[src/rtl/ramp_pkg.sv]
package ramp_pkg;
   // Number of index bits needed to number a given count of lanes.
   function automatic int lane_idx_bits(input int lanes);
      int b;
      b = 0;
      while ((1 << b) < lanes) b++;
      return b;
   endfunction

   // True when the value is a nonzero power of two.
   function automatic bit is_pow2(input int v);
      return (v > 0) && ((v & (v - 1)) == 0);
   endfunction
endpackage

[src/rtl/ramp_cnt.sv]
// Shared high-order ramp counter: holds when disabled, wraps naturally.
module ramp_cnt #(
   parameter int W = 10
) (
   input  logic         clk,
   input  logic         rst,
   input  logic         en,
   output logic [W-1:0] cnt_o
);
   logic [W-1:0] cnt_q;

   always_ff @(posedge clk) begin
      if (rst) begin
         cnt_q <= '0;
      end else if (en) begin
         cnt_q <= cnt_q + W'(1);
      end
   end

   assign cnt_o = cnt_q;
endmodule

[src/rtl/ramp_lane.sv]
// One output lane: shared count in the upper bits, fixed lane number below.
module ramp_lane #(
   parameter int SAMPLE_W = 14,
   parameter int IDX_W    = 4,
   parameter int IDX      = 0
) (
   input  logic [SAMPLE_W-IDX_W-1:0] hi_i,
   output logic [SAMPLE_W-1:0]       sample_o
);
   localparam logic [IDX_W-1:0] LANE_TAG = IDX_W'(IDX);

   assign sample_o = {hi_i, LANE_TAG};
endmodule

[src/rtl/par_ramp_gen.sv]
module par_ramp_gen #(
   parameter int LANES    = 16,
   parameter int SAMPLE_W = 14
) (
   input  logic                      clk,
   input  logic                      rst,
   input  logic                      en,
   output logic [LANES*SAMPLE_W-1:0] samples_o,
   output logic                      valid_o
);
   localparam int IDX_W = ramp_pkg::lane_idx_bits(LANES);
   localparam int CNT_W = SAMPLE_W - IDX_W;

   // Elaboration-time parameter checks
   if (!ramp_pkg::is_pow2(LANES)) begin : g_bad_lanes
      $error("par_ramp_gen: LANES must be a power of two");
   end
   if (LANES < 2) begin : g_few_lanes
      $error("par_ramp_gen: LANES must be at least 2");
   end
   if (CNT_W < 1) begin : g_bad_width
      $error("par_ramp_gen: SAMPLE_W must exceed the lane index width");
   end

   logic [CNT_W-1:0] hi_cnt;
   logic             valid_q;

   ramp_cnt #(.W(CNT_W)) u_cnt (
      .clk   (clk),
      .rst   (rst),
      .en    (en),
      .cnt_o (hi_cnt)
   );

   for (genvar k = 0; k < LANES; k++) begin : g_lane
      ramp_lane #(
         .SAMPLE_W (SAMPLE_W),
         .IDX_W    (IDX_W),
         .IDX      (k)
      ) u_lane (
         .hi_i     (hi_cnt),
         .sample_o (samples_o[k*SAMPLE_W +: SAMPLE_W])
      );
   end

   always_ff @(posedge clk) begin
      if (rst) begin
         valid_q <= 1'b0;
      end else begin
         valid_q <= 1'b1;
      end
   end

   assign valid_o = valid_q;
endmodule

[config.mk]
export PLATFORM = sky130hd
export DESIGN_NAME = par_ramp_gen
export DESIGN_NICKNAME = d
export VERILOG_FILES = /design/src/rtl/ramp_pkg.sv /design/src/rtl/ramp_cnt.sv /design/src/rtl/ramp_lane.sv /design/src/rtl/par_ramp_gen.sv
export SDC_FILE = /design/constraint.sdc
export NUM_CORES = 1
export LEC_CHECK = 0
export ABC_AREA = 1
export BUFFER_PORTS_ARGS = -buffer_cell sky130_fd_sc_hd__buf_4
export CAP_MARGIN = 20
export CORE_AREA = 2 2 88 90
export CTS_CLUSTER_SIZE = 16
export DETAILED_ROUTE_END_ITERATION = 10
export DIE_AREA = 0 0 90 92
export PLACE_DENSITY = 0.77
export SYNTH_ARGS = -nofsm -noshare
export SYNTH_HDL_FRONTEND = slang
export SYNTH_SLANG_ARGS = --single-unit
[constraint.sdc]
create_clock -name clk -period 1.5 [get_ports clk]
set_clock_uncertainty 0.05 [all_clocks]
set_input_delay 0.3 -clock clk [delete_from_list [all_inputs] [get_ports clk]]
set_output_delay 0.3 -clock clk [all_outputs]
set_load 0.01 [all_outputs]
==> flow_summary.json <==
{
  "core_mm2": 0.00745,
  "p_per_area_mw_per_mm2": 407,
  "clock_insertion_delay_worst_skew_ns": 0.23,
  "slew_violations": 0,
  "first_pass_iters": 4,
  "post_cts_resized": 0,
  "min-delay-path-class": "in -> reg",
  "synthMuxAreaShare_pct": 0,
  "yosys.area_share.adder_pct": 0.599,
  "syn_to_final_growth_pct": 4.67,
  "final_nets": 313,
  "worst_path_dominant_cell_family": "flip-flops",
  "synth_top_family_by_area": "buffers and inverters",
  "grt_util_all_layers_pct": 6.49,
  "crit_path_start_kind": "register",
  "routed_via_density": 3.17,
  "slowest_stage": "dfxtp_1",
  "endpoint_kind": "output port",
  "utilization_pct": 29.4,
  "grt_max_degree": 19,
  "die_area_mm2": 0.00828,
  "cp.depth": 2,
  "cts_root_buf": "clkbuf_8",
  "reg2reg_depth": 6,
  "cts.sinks": 11,
  "holdWs_ns": 0.179,
  "ys_ff_latch": 11,
  "yosysTopAreaCellShare_pct": 76.9,
  "first_iter_violations": 16,
  "max_freq_mhz": 737,
  "ys_types": 14,
  "slowest_delay_ns": 0.41,
  "grt_pass1_vias": 929,
  "vias": 1300,
  "dp.cells": 406,
  "crit_top_cell": "buf_4",
  "die_h_um": 92,
  "final_hold_viol_count": 0,
  "maxCapViolCount": 0,
  "cts.path.max_buffers": 2,
  "wl_per_cell_um": 8.32,
  "whs_path_depth": 2,
  "synthSimpleGateAreaFrac_pct": 7.78,
  "fin_tns_setup_ns": 0,
  "hpwl_mm": 2.84,
  "crit_chain": "buf_4 > buf_4",
  "syn_area_mm2": 0.00209,
  "grt_pass1_wl_mm": 4.44,
  "htreeDepth": 1,
  "outcome": "finished clean",
  "yosysSeqAreaShare_pct": 10.5,
  "leakagePower_nw": 1.35,
  "crit_arrival_ns": 1.01,
  "cts_buffers": 3,
  "setup_viol": 0,
  "drive_gt1_share_pct": 58.1,
  "row_count": 32,
  "globalplace.congestion": 0.661,
  "n_fill_cell": 812,
  "power.total_mw": 0.890,
  "syn_avg_cell_area_um2": 7.38,
  "syn-instance-count": 283,
  "cp_num_buf_inv": 2,
  "ant_nets": 0,
  "finalCritPeriodShare_pct": 90.5,
  "finalNonFillerCells": 410,
  "holdBufCountCts": 0,
  "clk_pin_slew_ns": 0.05,
  "crit_type": "reg -> out",
  "rsz0062_at_grt": "false",
  "wl_mm": 3.41,
  "grt.overflow.total": 0,
  "fin_crit_ns": 1.36,
  "post_cts_buffers": 0,
  "initial_core_util_pct": 28.1,
  "drc": 0,
  "port_buffers": 163,
  "peakVddDrop_mv": 0.181,
  "critical_path.max_fanout": 16,
  "ios": 228,
  "antenna_found_initial": 0,
  "synth_area_leader_cell": "buf_4",
  "diodes": 0,
  "synth_area_leaders": "buf_4 (77%), dfxtp_1 (11%), nor2_1 (2.9%)",
  "required_ns": 1.15,
  "synth-xor-area-share_pct": 0.419,
  "cts_tree": "yes",
  "die_x_um": 90,
  "synth_compound_area_share_pct": 2.16,
  "yosys_warnings": 0
}
[cell usage after synthesis]
master / instances
inv_1: 6
dfxtp_1: 11
xnor2_1: 1
buf_4: 214
nand3_1: 6
ha_1: 1
clkinv_1: 1
nor2_1: 16
nand2_1: 13
conb_1: 2
a21oi_1: 6
nor2_4: 1
o21ai_0: 3
nand2_2: 2
[cell type report]
class                      count  area [um^2]  share of cell area [%]
clock buffer                   4         45.0                    2.06
timing repair buffer         173         1300                    59.4
tap                          102          128                    5.84
sequential                    11          220                    10.1
inverter                       7         26.3                    1.20
multi-input combinational    113          469                    21.5
[worst register-to-register path: cells and delay by family (launching register included)]
kind          cells  cell delay, ns
fa+ha+maj         1            0.19
simple gates      5            0.47
flops             1            0.36
[flip-flops by register name, indices dropped and copies added (netlist names)]
| signal | flops |
|---|---|
| u_cnt.cnt_o | 10 |
| valid_o | 1 |
[cells by family (layout without fill, tap and decap cells)]
family | count (synthesis) | in the layout
compound gates | 9 | 9
xor+xnor | 1 | 1
fa+ha+maj | 1 | 1
buf+inv | 221 | 184
flops | 11 | 11
other cells | 2 | 64
simple gates | 38 | 38
[power breakdown]
group / leakage, nW / internal [mW] / total (mW) / switching, mW
Sequential: 0.0895 / 0.300 / 0.304 / 0.00480
Clock: 0.0228 / 0.186 / 0.291 / 0.105
Combinational: 1.24 / 0.113 / 0.294 / 0.181
Total: 1.35 / 0.599 / 0.890 / 0.291
[cell usage in the layout (no fill, tap or decap), drive strengths merged]
cell      n
xnor2     1
buf     173
a21oi     6
dfxtp    11
conb     64
o21ai     3
clkinv    1
ha        1
nor2     17
inv       6
clkbuf    4
nand3     6
nand2    15
[per-layer routing]
layer,share of wire (%),track usage (%),vias up
li1,-,-,628
met1,32,6.15,538
met2,51,12.7,134
met3,17,2.71,0
met4,0,1.79,0
met5,0,0,-
[worst paths after layout]
| kind | start | endpoint | slack [ns] |
|---|---|---|---|
| max | u_cnt.cnt_o[6] | samples_o[38] | 0.14 |
| min | rst | u_cnt.cnt_o[4] | 0.18 |
| max reg2reg | u_cnt.cnt_o[1] | u_cnt.cnt_o[8] | 0.33 |
| min reg2reg | u_cnt.cnt_o[9] | u_cnt.cnt_o[9] | 0.47 |
[metrics by stage]
| stage | cell area (um^2) | worst slack [ns] |
|---|---|---|
| after floorplan | 2320 | 0.0633 |
| after global placement | 2140 | 0.419 |
| after detailed placement | 2140 | 0.341 |
| after CTS | 2190 | 0.130 |
| after global routing | 2190 | 0.0389 |
| final | 2190 | 0.143 |
(Power assumes the default switching activity.)
